--- src/rtl/fat_pkg.sv ---
package fat_pkg;
    typedef enum logic {
        FRM_FREE  = 1'b0,
        FRM_BOUND = 1'b1
    } frm_state_e;

    localparam logic OP_ALLOC = 1'b0;
    localparam logic OP_FREE  = 1'b1;
endpackage

--- src/rtl/frame_pick.sv ---
module frame_pick #(
    parameter int N = 4,
    localparam int IW = (N > 1) ? $clog2(N) : 1
) (
    input  logic [N-1:0]  avail,
    output logic          any,
    output logic [IW-1:0] idx
);
    always_comb begin
        any = 1'b0;
        idx = '0;
        for (int i = N - 1; i >= 0; i--) begin
            if (avail[i]) begin
                any = 1'b1;
                idx = IW'(i);
            end
        end
    end
endmodule

--- src/rtl/frame_tally.sv ---
module frame_tally #(
    parameter int N = 4,
    localparam int CW = $clog2(N + 1)
) (
    input  logic [N-1:0] is_free,
    output logic [CW-1:0] count
);
    logic [CW-1:0] partial [N+1];

    assign partial[0] = '0;
    for (genvar g = 0; g < N; g++) begin : g_sum
        assign partial[g+1] = partial[g] + CW'(is_free[g]);
    end
    assign count = partial[N];
endmodule

--- src/rtl/frame_alloc_table.sv ---
module frame_alloc_table #(
    parameter int NUM_FRAMES = 4,
    parameter int ACT_W      = 3,
    localparam int NUM_ACTS  = 1 << ACT_W,
    localparam int FRM_W     = (NUM_FRAMES > 1) ? $clog2(NUM_FRAMES) : 1,
    localparam int CNT_W     = $clog2(NUM_FRAMES + 1)
) (
    input  logic             clk,
    input  logic             rst_n,
    input  logic             tok_valid,
    input  logic             tok_op,
    input  logic [ACT_W-1:0] tok_act,
    input  logic             rel_valid,
    input  logic [ACT_W-1:0] rel_act,
    input  logic [ACT_W-1:0] lk_act,
    output logic             lk_hit,
    output logic [FRM_W-1:0] lk_frame,
    output logic [CNT_W-1:0] free_count,
    output logic             clr_en,
    output logic [FRM_W-1:0] clr_frame,
    output logic             err_alloc,
    output logic             err_free
);
    import fat_pkg::*;

    // Per-frame state machines and the identifier-indexed map
    frm_state_e       frm_st   [NUM_FRAMES];
    frm_state_e       frm_st_n [NUM_FRAMES];
    logic [NUM_ACTS-1:0] act_vld, act_vld_n;
    logic [FRM_W-1:0] act_frm   [NUM_ACTS];
    logic [FRM_W-1:0] act_frm_n [NUM_ACTS];
    logic             err_alloc_n, err_free_n;

    // Free handling (applied before allocation)
    logic                  tok_free_req, tok_alloc_req;
    logic [NUM_ACTS-1:0]   freed_acts;
    logic [NUM_FRAMES-1:0] freed_frames;
    logic [NUM_FRAMES-1:0] avail_after;
    logic [NUM_FRAMES-1:0] avail_now;
    logic                  pick_any;
    logic [FRM_W-1:0]      pick_idx;
    logic                  dup_hit, grant;

    assign tok_free_req  = tok_valid && (tok_op == OP_FREE);
    assign tok_alloc_req = tok_valid && (tok_op == OP_ALLOC);

    always_comb begin
        freed_acts   = '0;
        freed_frames = '0;
        err_free_n   = 1'b0;
        if (tok_free_req) begin
            if (act_vld[tok_act]) begin
                freed_acts[tok_act]            = 1'b1;
                freed_frames[act_frm[tok_act]] = 1'b1;
            end else begin
                err_free_n = 1'b1;
            end
        end
        if (rel_valid) begin
            if (act_vld[rel_act]) begin
                freed_acts[rel_act]            = 1'b1;
                freed_frames[act_frm[rel_act]] = 1'b1;
            end else begin
                err_free_n = 1'b1;
            end
        end
    end

    for (genvar f = 0; f < NUM_FRAMES; f++) begin : g_avail
        assign avail_now[f]   = (frm_st[f] == FRM_FREE);
        assign avail_after[f] = avail_now[f] || freed_frames[f];
    end

    frame_pick #(.N(NUM_FRAMES)) u_pick (
        .avail (avail_after),
        .any   (pick_any),
        .idx   (pick_idx)
    );

    frame_tally #(.N(NUM_FRAMES)) u_tally (
        .is_free (avail_now),
        .count   (free_count)
    );

    assign dup_hit     = act_vld[tok_act] && !freed_acts[tok_act];
    assign grant       = tok_alloc_req && !dup_hit && pick_any;
    assign err_alloc_n = tok_alloc_req && !grant;

    // Next-state logic for each frame state machine
    always_comb begin
        for (int f = 0; f < NUM_FRAMES; f++) begin
            frm_st_n[f] = frm_st[f];
            unique case (frm_st[f])
                FRM_FREE: begin
                    if (grant && (pick_idx == FRM_W'(f)))
                        frm_st_n[f] = FRM_BOUND;            // GRANT
                end
                FRM_BOUND: begin
                    if (freed_frames[f]) begin
                        frm_st_n[f] = FRM_FREE;             // RELEASE
                        if (grant && (pick_idx == FRM_W'(f)))
                            frm_st_n[f] = FRM_BOUND;        // RELEASE then GRANT
                    end
                end
                default: frm_st_n[f] = FRM_FREE;
            endcase
        end
    end

    // Next map contents
    always_comb begin
        act_vld_n = act_vld & ~freed_acts;
        for (int a = 0; a < NUM_ACTS; a++) begin
            act_frm_n[a] = act_frm[a];
        end
        if (grant) begin
            act_vld_n[tok_act] = 1'b1;
            act_frm_n[tok_act] = pick_idx;
        end
    end

    // State register
    always_ff @(posedge clk) begin
        if (!rst_n) begin
            for (int f = 0; f < NUM_FRAMES; f++) frm_st[f] <= FRM_FREE;
            for (int a = 0; a < NUM_ACTS; a++) act_frm[a] <= '0;
            act_vld   <= '0;
            err_alloc <= 1'b0;
            err_free  <= 1'b0;
        end else begin
            for (int f = 0; f < NUM_FRAMES; f++) frm_st[f] <= frm_st_n[f];
            for (int a = 0; a < NUM_ACTS; a++) act_frm[a] <= act_frm_n[a];
            act_vld   <= act_vld_n;
            err_alloc <= err_alloc_n;
            err_free  <= err_free_n;
        end
    end

    // Outputs
    always_comb begin
        lk_hit    = act_vld[lk_act];
        lk_frame  = act_frm[lk_act];
        clr_en    = grant;
        clr_frame = pick_idx;
    end
endmodule

--- config.mk ---
export PLATFORM = sky130hd
export DESIGN_NAME = frame_alloc_table
export DESIGN_NICKNAME = d
export VERILOG_FILES = /design/src/rtl/fat_pkg.sv /design/src/rtl/frame_pick.sv /design/src/rtl/frame_tally.sv /design/src/rtl/frame_alloc_table.sv
export SDC_FILE = /design/constraint.sdc
export NUM_CORES = 1
export LEC_CHECK = 0
export BUFFER_PORTS_ARGS = -buffer_cell sky130_fd_sc_hd__buf_2
export CORE_MARGIN = 2
export CORE_UTILIZATION = 45
export CTS_CLUSTER_SIZE = 14
export DETAILED_ROUTE_END_ITERATION = 12
export PLACE_DENSITY = 0.66
export SLEW_MARGIN = 25
export SYNTH_ARGS = -nofsm -noshare
export SYNTH_HDL_FRONTEND = slang
export SYNTH_SLANG_ARGS = --single-unit
--- constraint.sdc ---
create_clock -name clk -period 2.65 [get_ports clk]
set_input_delay 0.3975 -clock clk [delete_from_list [all_inputs] [get_ports clk]]
set_output_delay 0.3975 -clock clk [all_outputs]
set_load 0.05 [all_outputs]
==> out/results.txt <==
Slowest-stage cell, CP: mux4_2
RePlAce Congestion: 1.005
Ys async rst share: 0%
Placed wire-length estimate: 5.498 mm
Vias: 2352
Syn. warnings: 0
PD cells: 443.3 mW/mm²
Setup ws final: -254.2 ps
CTS clk-pin slew, worst paths: 70 ps
Post-synth top area share: 26.40%
Rows: 25
Synth Flop Type: dfxtp_1
Clock buffer depth: 2
RSZ-0062 raised after global routing: true
# DRC: 0
WP data required: 2250 ps
Synth Area in Compound Gates: 27.94%
CTS sink count: 30
Reg2reg end: act_frm[3][0]
Violated checks: negative setup slack
Initial antenna violation count: 0
Syn_area_per_cell: 9.209 µm²
Cells on worst reg2reg path: 9
Hold Path End: err_alloc
Worst Hold Class: in2reg
CP Capture Type: primary output
TritonCTS clock tree: built
Starting Density: 47.53%
Max cap viols: 0
Die area: 0.005639 mm²
Vias/cell: 6.374
Seq/Total Area, Yosys: 26.40%
Worst-Skew Late Latency: 290 ps
I/O Pins: 25
Post-DRT Antenna Nets: 0
Peak supply drop: 0.2324 mV
Slowest cell delay on critical path: 460 ps
Cells after synthesis: 247
Cells along the critical path: mux4_2, mux2_4, or4_4, buf_6, o221a_2, nor2b_4, buf_8
Fin nets: 318
Max-slew violations: 0
Syn nets: 264
Synth Area in Simple Gates: 16.39%
Fmax: 344.3 MHz
Area grow syn2layout: 29.54%
Top cells by area, synth: dfxtp_1 26%, mux4_2 13%, mux2_2 5.4%
Die X: 75.10 µm
Largest family of logic cells by synthesized area: compound AO/OA/AOI/OAI gates
Hold Crit Start: tok_op
Setup CP Type: reg2out
Die height: 75.10 µm
Post-synthesis mux area share: 21.01%
Multi-input gate area: 0.001590 mm²
DR iter-0 viols: 384
Largest net degree at the start of global routing: 21
Diodes inserted: 0
Synthesized area: 0.002275 mm²
IO buf count: 24
Setup_tns: -254.2 ps
Final design utilization: 61.57%
Floorplan core area: 0.004786 mm²
Vias in the first global route: 2124
Wire per inst: 19.38 µm
FF-to-FF setup slack: 130 ps
Outcome: finished with violations
Layout cell share with drive strength beyond 1: 43.71%
Seq. cell area: 616.8 µm²
First-pass GRT wire length: 11.00 mm
Root Buffer: clkbuf_8
Worst slew pin tran: 671.1 ps
Most common cell in the netlist: dfxtp_1
CTS H-tree depth: 2
Post-synth EDFFs: 0
Largest area contributor in the netlist: dfxtp_1
Slew margin rel.: 55.21%
Total grt overflow: 0
Critical path startpoint category: flip-flop
# setup viols final: 1
Yosys cell types: 58
Number of fill cells: 411
R2r startpoint: act_frm[3][1]
DR pass1 iterations: 5
Total leakage power: 0.001091 µW
Power after layout: 1306 µW
Clk_skew: 7.621 ps
Total track usage: 26.63%
Crit-path max FO: 4
Worst Path Arrival: 2510 ps
Adder-cell area share of the yosys netlist: 1.980%
Commonest cells in the netlist: 30 x dfxtp_1, 25 x nand2_1, 19 x a21oi_1
Period utilization: 109.6%
Crit path time final: 2904 ps
#FFs+latches synth: 30
Worst Hold Depth: 4
CTS Buf Count: 5
Final hold viol count: 0
Final WL: 7.152 mm
Post-Synth XOR/XNOR Area: 0.3850%
==> sequential cells by signal, summed over array words and instances (netlist names) <==
name / count
act_frm: 16
act_vld: 8
err_alloc: 1
err_free: 1
frm_st: 4
==> cell type report <==
cell class / count / share of cell area, %
Clock buffer: 6 / 2.803
Tap cell: 67 / 2.845
Clock inverter: 2 / 2.038
Multi-Input combinational cell: 188 / 53.97
Inverter: 12 / 1.699
Sequential cell: 30 / 20.93
Timing Repair Buffer: 64 / 15.71
==> cell families (layout without fill, tap and decap cells) <==
family / count (synthesis) / in the layout
AO/OA/AOI/OAI: 79 / 79
AND/OR/NAND/NOR: 75 / 75
multiplexers: 30 / 30
flip-flops: 30 / 30
buffers and inverters: 29 / 84
adder cells (fa/ha/maj): 3 / 3
XOR/XNOR: 1 / 1
==> metal layers <==
| metal | vias up | track usage (%) | routed length [µm] |
|---|---|---|---|
| met5 | - | 0 | 0 |
| met2 | 149 | 42.88 | 3295 |
| met3 | 25 | 5.489 | 655 |
| met1 | 1114 | 35.85 | 3037 |
| li1 | 1064 | - | - |
| met4 | 0 | 8.532 | 163 |
==> timing repair <==
action                                  CTS  global route
endpoints found under the setup margin    3             3
hold buffers                              0             0
pin swaps                                 2             1
setup buffers                             1             2
gates resized for setup                  17            11
==> metrics by stage <==
stage,cell area (µm²),instances,worst slack (ps),hold WS [ps]
finish,2947,369,-254.2,432.6
global route,2947,369,-290.4,469.2
CTS,2885,367,-235.3,428.6
detailed placement,2699,358,-258.4,506.0
global placement,2699,358,-221.9,499.0
floorplan,2311,247,-196.8,465.1
==> worst max-delay path by stage <==
stage	from	depth (start not counted)	end
2_1_floorplan	rel_act[1]	8	clr_frame[0]
3_3_place_gp	rel_act[1]	8	clr_frame[0]
3_5_place_dp	rel_act[1]	8	clr_frame[0]
4_1_cts	act_frm[6][1]	7	clr_frame[0]
5_1_grt	act_frm[6][1]	7	clr_frame[0]
6_report	act_frm[3][1]	7	clr_frame[0]
==> power by group <==
group,switching [µW],internal (µW)
Clock,188,401
Sequential,5.23,458
Combinational,156,98.4
==> critical path, delay by kind of cell, from the launching register on <==
kind | cells | cell delay (ps)
buffers and inverters | 2 | 280
AND/OR/NAND/NOR | 2 | 590
multiplexers | 2 | 760
flip-flops | 1 | 350
AO/OA/AOI/OAI | 1 | 230
==> cells in the final DEF, fill, tap and decap left out, types with 6 or more instances in the layout <==
master,Yosys,layout
o221ai_1,6,6
dfxtp_2,0,13
dfxtp_1,30,17
inv_1,9,9
nand3_1,13,13
clkbuf_8,0,6
nor2_1,10,10
nand2_1,25,25
o211ai_1,10,10
mux2_2,11,9
buf_4,1,37
o31ai_2,8,8
a21oi_1,19,19
o21ai_0,9,9
mux4_2,13,13
buf_2,5,21
(Power assumes the default switching activity.)
